## src/rtl/vrep_pkg.sv

```systemverilog
package vrep_pkg;

    localparam int NUM_ALT = 3;

    typedef enum logic [2:0] {
        PAT_IDLE = 3'd0,
        PAT_A    = 3'd1,
        PAT_B    = 3'd2,
        PAT_C    = 3'd3,
        PAT_D    = 3'd4
    } pat_e;

    // isolate lowest set bit: fixed priority, bit 0 strongest
    function automatic logic [NUM_ALT-1:0] lowest_grant(input logic [NUM_ALT-1:0] en);
        return en & (~en + 1'b1);
    endfunction

    function automatic pat_e alt_code(input int slot);
        case (slot)
            0:       return PAT_B;
            1:       return PAT_C;
            default: return PAT_D;
        endcase
    endfunction

endpackage

```

## src/rtl/vrep_rep_counter.sv

```systemverilog
module vrep_rep_counter #(
    parameter int REP_W = 8
) (
    input  logic             clk,
    input  logic             rst,
    input  logic             hd,
    input  logic             vd,
    input  logic             region,
    input  logic [REP_W-1:0] total,
    output logic [REP_W-1:0] cnt_q,
    output logic [REP_W-1:0] next_num,
    output logic             issue
);

    logic armed_q;
    logic live;

    assign live     = region && !vd;
    assign next_num = armed_q ? REP_W'(1) : cnt_q + 1'b1;

    always_comb begin
        issue = 1'b0;
        if (hd && live) begin
            if (armed_q) issue = (total != '0);
            else         issue = (cnt_q < total);
        end
    end

    always_ff @(posedge clk) begin
        if (rst || !live) begin
            armed_q <= 1'b1;
            cnt_q   <= '0;
        end else if (hd) begin
            armed_q <= 1'b0;
            if (issue) cnt_q <= next_num;
        end
    end

    p_first_is_one_r2: assert property (@(posedge clk) disable iff (rst)
        (hd && live && armed_q && total != '0) |=> (cnt_q == REP_W'(1)));

    p_count_step_r2: assert property (@(posedge clk) disable iff (rst)
        (hd && live && !armed_q && cnt_q < total) |=> (cnt_q == $past(cnt_q) + 1'b1));

    p_hold_at_total_r4: assert property (@(posedge clk) disable iff (rst)
        (hd && live && !armed_q && cnt_q >= total) |=> $stable(cnt_q));

endmodule

```

## src/rtl/vrep_alt_select.sv

```systemverilog
module vrep_alt_select
    import vrep_pkg::*;
#(
    parameter int REP_W = 8
) (
    input  logic [NUM_ALT-1:0]            en,
    input  logic [NUM_ALT-1:0][REP_W-1:0] idx,
    input  logic [REP_W-1:0]              num,
    output pat_e                          sel
);

    logic [NUM_ALT-1:0] grant;
    logic [NUM_ALT-1:0] hit;

    assign grant = lowest_grant(en);

    for (genvar g = 0; g < NUM_ALT; g++) begin : g_slot
        assign hit[g] = grant[g] && (idx[g] == num) && (num != '0);
    end

    always_comb begin
        sel = PAT_A;
        for (int i = 0; i < NUM_ALT; i++) begin
            if (hit[i]) sel = alt_code(i);
        end
    end

    // only the single granted alternate may match
    always_comb begin
        a_single_hit_r8: assert ($onehot0(hit));
    end

endmodule

```

## src/rtl/vrep_out_stage.sv

```systemverilog
module vrep_out_stage
    import vrep_pkg::*;
(
    input  logic clk,
    input  logic rst,
    input  logic hd,
    input  logic vd,
    input  logic region,
    input  logic issue,
    input  pat_e sel,
    output pat_e pat_q,
    output logic start_q
);

    always_ff @(posedge clk) begin
        if (rst || vd || !region) begin
            pat_q   <= PAT_IDLE;
            start_q <= 1'b0;
        end else begin
            start_q <= issue;
            if (hd) pat_q <= issue ? sel : PAT_IDLE;
        end
    end

    p_pulse_after_hd_r5: assert property (@(posedge clk) disable iff (rst)
        start_q |-> $past(hd && region && !vd));

    p_start_has_pattern_r4: assert property (@(posedge clk) disable iff (rst)
        start_q |-> (pat_q != PAT_IDLE));

    p_pat_only_at_hd_r6: assert property (@(posedge clk) disable iff (rst)
        (!hd && region && !vd) |=> $stable(pat_q));

endmodule

```

## src/rtl/vrep_sequencer.sv

```systemverilog
module vrep_sequencer
    import vrep_pkg::*;
#(
    parameter int REP_W = 8
) (
    input  logic             clk,
    input  logic             rst,
    input  logic             line_strobe,
    input  logic             field_strobe,
    input  logic             region_active,
    input  logic [REP_W-1:0] cfg_total_reps,
    input  logic [2:0]       cfg_alt_en,
    input  logic [REP_W-1:0] cfg_idx_b,
    input  logic [REP_W-1:0] cfg_idx_c,
    input  logic [REP_W-1:0] cfg_idx_d,
    output logic [2:0]       pat_id,
    output logic [REP_W-1:0] rep_num,
    output logic             rep_start
);

    logic [NUM_ALT-1:0][REP_W-1:0] idx_vec;
    logic [REP_W-1:0]              next_num;
    logic                          issue;
    pat_e                          sel;
    pat_e                          pat_q;

    assign idx_vec = {cfg_idx_d, cfg_idx_c, cfg_idx_b};

    vrep_rep_counter #(.REP_W(REP_W)) u_counter (
        .clk      (clk),
        .rst      (rst),
        .hd       (line_strobe),
        .vd       (field_strobe),
        .region   (region_active),
        .total    (cfg_total_reps),
        .cnt_q    (rep_num),
        .next_num (next_num),
        .issue    (issue)
    );

    vrep_alt_select #(.REP_W(REP_W)) u_select (
        .en  (cfg_alt_en),
        .idx (idx_vec),
        .num (next_num),
        .sel (sel)
    );

    vrep_out_stage u_out (
        .clk     (clk),
        .rst     (rst),
        .hd      (line_strobe),
        .vd      (field_strobe),
        .region  (region_active),
        .issue   (issue),
        .sel     (sel),
        .pat_q   (pat_q),
        .start_q (rep_start)
    );

    assign pat_id = pat_q;

    p_rep_zero_when_idle_r10: assert property (@(posedge clk) disable iff (rst)
        (field_strobe || !region_active) |=> (rep_num == '0 && pat_id == 3'd0));

endmodule

```

## config.mk

```make
export PLATFORM = sky130hd
export DESIGN_NAME = vrep_sequencer
export DESIGN_NICKNAME = d
export VERILOG_FILES = /design/src/rtl/vrep_pkg.sv /design/src/rtl/vrep_rep_counter.sv /design/src/rtl/vrep_alt_select.sv /design/src/rtl/vrep_out_stage.sv /design/src/rtl/vrep_sequencer.sv
export SDC_FILE = /design/constraint.sdc
export NUM_CORES = 1
export LEC_CHECK = 0
export BUFFER_PORTS_ARGS = -buffer_cell sky130_fd_sc_hd__buf_2
export CORE_ASPECT_RATIO = 1.25
export CORE_UTILIZATION = 43
export CTS_CLUSTER_DIAMETER = 100
export DETAILED_ROUTE_END_ITERATION = 16
export PLACE_DENSITY = 0.79
export SLEW_MARGIN = 0
export SYNTH_ARGS = -nofsm -noshare
export SYNTH_HDL_FRONTEND = slang
export SYNTH_HIERARCHICAL = 1
export SYNTH_SLANG_ARGS = --single-unit
export TNS_END_PERCENT = 10
```

## constraint.sdc

```tcl
create_clock -name clk -period 2.4 [get_ports clk]
set_input_delay 0.36 -clock clk [delete_from_list [all_inputs] [get_ports clk]]
set_output_delay 0.36 -clock clk [all_outputs]
set_load 0.005 [all_outputs]
```

==> metrics.md <==
| Metric | Value |
|---|---|
| Antenna viol nets, final | `0` |
| Drt wl/cell | `13.3 µm` |
| Register area share after synthesis | `0.212` |
| Vias in the first global route | `1282` |
| Max FO, Critical Path | `3` |
| CTS tree | `done` |
| Die height | `61.8 µm` |
| Area of the die | `3080 µm²` |
| Worst r2r src | `u_counter/cnt_q[1]` |
| IO buf count | `51` |
| Max cap viols | `0` |
| Top delay family on crit path | `simple AND/OR/NAND/NOR gates` |
| Worst path required time | `2630 ps` |
| Hold path start | `line_strobe` |
| Htree depth | `1` |
| Clock root cell | `clkbuf_4` |
| Total CTS buffers | `3` |
| Worst min path class | `in -> reg` |
| Post-CTS Hold Buffers | `0` |
| Sequential power share | `0.482` |
| Part of the cycle the worst path needs | `0.979` |
| Internal Power | `0.328 mW` |
| Switch share | `0.271` |
| Clk network pwr share | `0.314` |
| Share of layout cells above drive strength 1 | `0.415` |
| Final WL | `3420 µm` |
| Peak Freq | `426 MHz` |
| Yosys cell types | `41` |
| Worst-Margin Slew | `625 ps` |
| RD Place Congestion | `0.846` |
| Setup CP Type | `reg -> reg` |
| CTS max path bufs | `2` |
| Critical Path AT | `2580 ps` |
| Crit-path slowest cell | `or4_4` |
| Placement Setup Slack | `4.37 ps` |
| Run status | `completed` |
| Hold Fails Final Rpt | `0` |
| Vias/cell | `5.51` |
| Global route overflow | `0` |
| Final Critical Period | `2350 ps` |
| Final WS setup | `49.9 ps` |
| Initial Utilization | `0.454` |
| DR pass1 iterations | `4` |
| Peak supply drop | `0.242 mV` |
| Clk_skew | `3.61 ps` |
| # clock sinks | `13` |
| Slew Limit Headroom | `0.581` |
| Rows | `21` |
| Gate power share | `0.205` |
| First-pass GRT wire length | `5400 µm` |
| Syn Area/Cell | `7.99 µm²` |
| NetSw | `0.122 mW` |
| Largest net degree at the start of global routing | `12` |
| Area growth syn-to-layout | `41.5%` |
| Peak per-stage delay on the critical path | `540 ps` |
| Setup violators final | `0` |
| DR vias | `1421` |
| Post-Syn Instances | `154` |
| Synth Register Bits | `13` |
| Post-synth ARST share | `0` |
| Initial drt markers | `26` |
| CTS clock-pin slew for the worst setup and hold paths | `80 ps` |
| Synthesis Warnings | `6` |
| Core ar. | `2710 µm²` |
| Cell Area, Synth | `1230 µm²` |
| Post-route DRC violation count | `0` |
| Worst-path cell chain | `ha_4 -> and3_4 -> nand3_4 -> xor2_2 -> nor2_2 -> xor2_1 -> or4_4 -> nor4_4 -> nand3_1 -> a21oi_2` |
| Post-synth EDFFs | `0` |
| Most used flip-flop cell after synthesis | `dfxtp_1` |
| Unrepaired setup endpoints after global routing | `true` |
| Slew Limit Fails | `0` |
| Critical path origin | `u_counter/cnt_q[1]` |
| # diodes | `0` |
| Crit. End Element | `register` |
| Synth Net Count | `202` |
| Core Util, Final | `0.643` |
| Number of nets in the layout | `273` |
| PwrDens | `258 nW/µm²` |
| Dpl hpwl | `2730 µm` |
| Reg2reg setup slack | `50 ps` |
| Crit path buf inv count | `0` |
| Initial antenna violation count | `0` |
| Pleak | `0.770 nW` |
| Die width | `49.8 µm` |
| # IOs | `52` |
| Clock Latency Late Sink | `290 ps` |
| CP Launch Type | `register` |
| Gr usage total | `0.228` |
==> synth_stat cells (all sizes together), types with 3 or more instances <==
cell type / instances / area share
a21oi: 12 / 0.058
dfxtp: 13 / 0.21
ha: 8 / 0.081
inv: 9 / 0.027
nand2: 5 / 0.015
nand2b: 3 / 0.015
nand3: 14 / 0.057
nand4: 4 / 0.020
nor2: 13 / 0.040
nor3: 3 / 0.012
nor4: 5 / 0.031
o21ai: 8 / 0.033
or4: 3 / 0.021
xnor2: 20 / 0.14
xor2: 9 / 0.064
==> registers in the layout, indices dropped and copies added (netlist names) <==
register,count
u_out/start_q,1
u_out/pat_q,3
u_counter/armed_q,1
u_counter/cnt_q,8
==> cell type report <==
| type | instances | area [µm²] |
|---|---|---|
| Tap cell | 34 | 42.5 |
| Multi-Input combinational cell | 130 | 986 |
| Inverter | 9 | 33.8 |
| Timing Repair Buffer | 68 | 383 |
| Fill cell | 238 | 966 |
| Clock buffer | 4 | 26.3 |
| Sequential cell | 13 | 269 |
==> power groups by stage <==
| stage | clock network (mW) | registers (mW) | logic (mW) |
|---|---|---|---|
| 2_1_floorplan | 0 | 0.223 | 0.0436 |
| 3_3_place_gp | 0 | 0.223 | 0.0904 |
| 3_5_place_dp | 0 | 0.224 | 0.0910 |
| 4_1_cts | 0.140 | 0.218 | 0.0915 |
| 5_1_grt | 0.153 | 0.217 | 0.102 |
| 6_report | 0.141 | 0.216 | 0.0921 |
==> cell families after synthesis <==
family,synth area share
compound gates,0.167
fa+ha+maj,0.0814
xor+xnor,0.207
mux,0.00915
flops,0.212
buf+inv,0.0336
simple gates,0.291
==> path summary, 6_finish.rpt <==
path,end,cells past startpoint
max reg2reg,u_out/pat_q[2],10
min reg2reg,u_out/pat_q[1],2
max,u_out/pat_q[2],10
min,u_counter/armed_q,2
==> routing by layer <==
metal,vias to the layer above,track usage,share of wire
met1,646,0.263,0.40
met5,-,0,0
met2,77,0.438,0.50
met3,5,0.0243,0.079
met4,0,0.0857,0.020
li1,693,-,-
==> cells in the final DEF (no fill, tap or decap), types with 3 or more instances in the layout <==
master and count:
inv_1 9, buf_2 51, nor2_1 11, nand2_1 5, buf_4 17, ha_1 7
o21ai_0 7, clkbuf_4 3, nor3_1 3, nor4_1 3, nand2b_1 3, nand4_1 4
xor2_1 8, a21oi_1 9, dfxtp_1 10, nand3_1 13, a21oi_2 3, xnor2_1 20
==> timing repair <==
action                     in CTS  in global routing
resized for setup               1                  8
gates cloned                    0                  0
pin swaps                       0                 13
setup endpoints to repair       2                  3
buffers inserted                0                  3
==> per-stage QoR <==
stage	hold slack [ps]	cell area [µm²]	std cells	TNS, ps	power (mW)
floorplan	451	1250	154	0	0.266
global placement	466	1650	251	0	0.314
detailed placement	468	1650	251	0	0.314
CTS	340	1680	255	0	0.450
global route	359	1740	258	-121	0.471
finish	335	1740	258	0	0.449
Note: power is estimated with default switching activity, not from simulation.
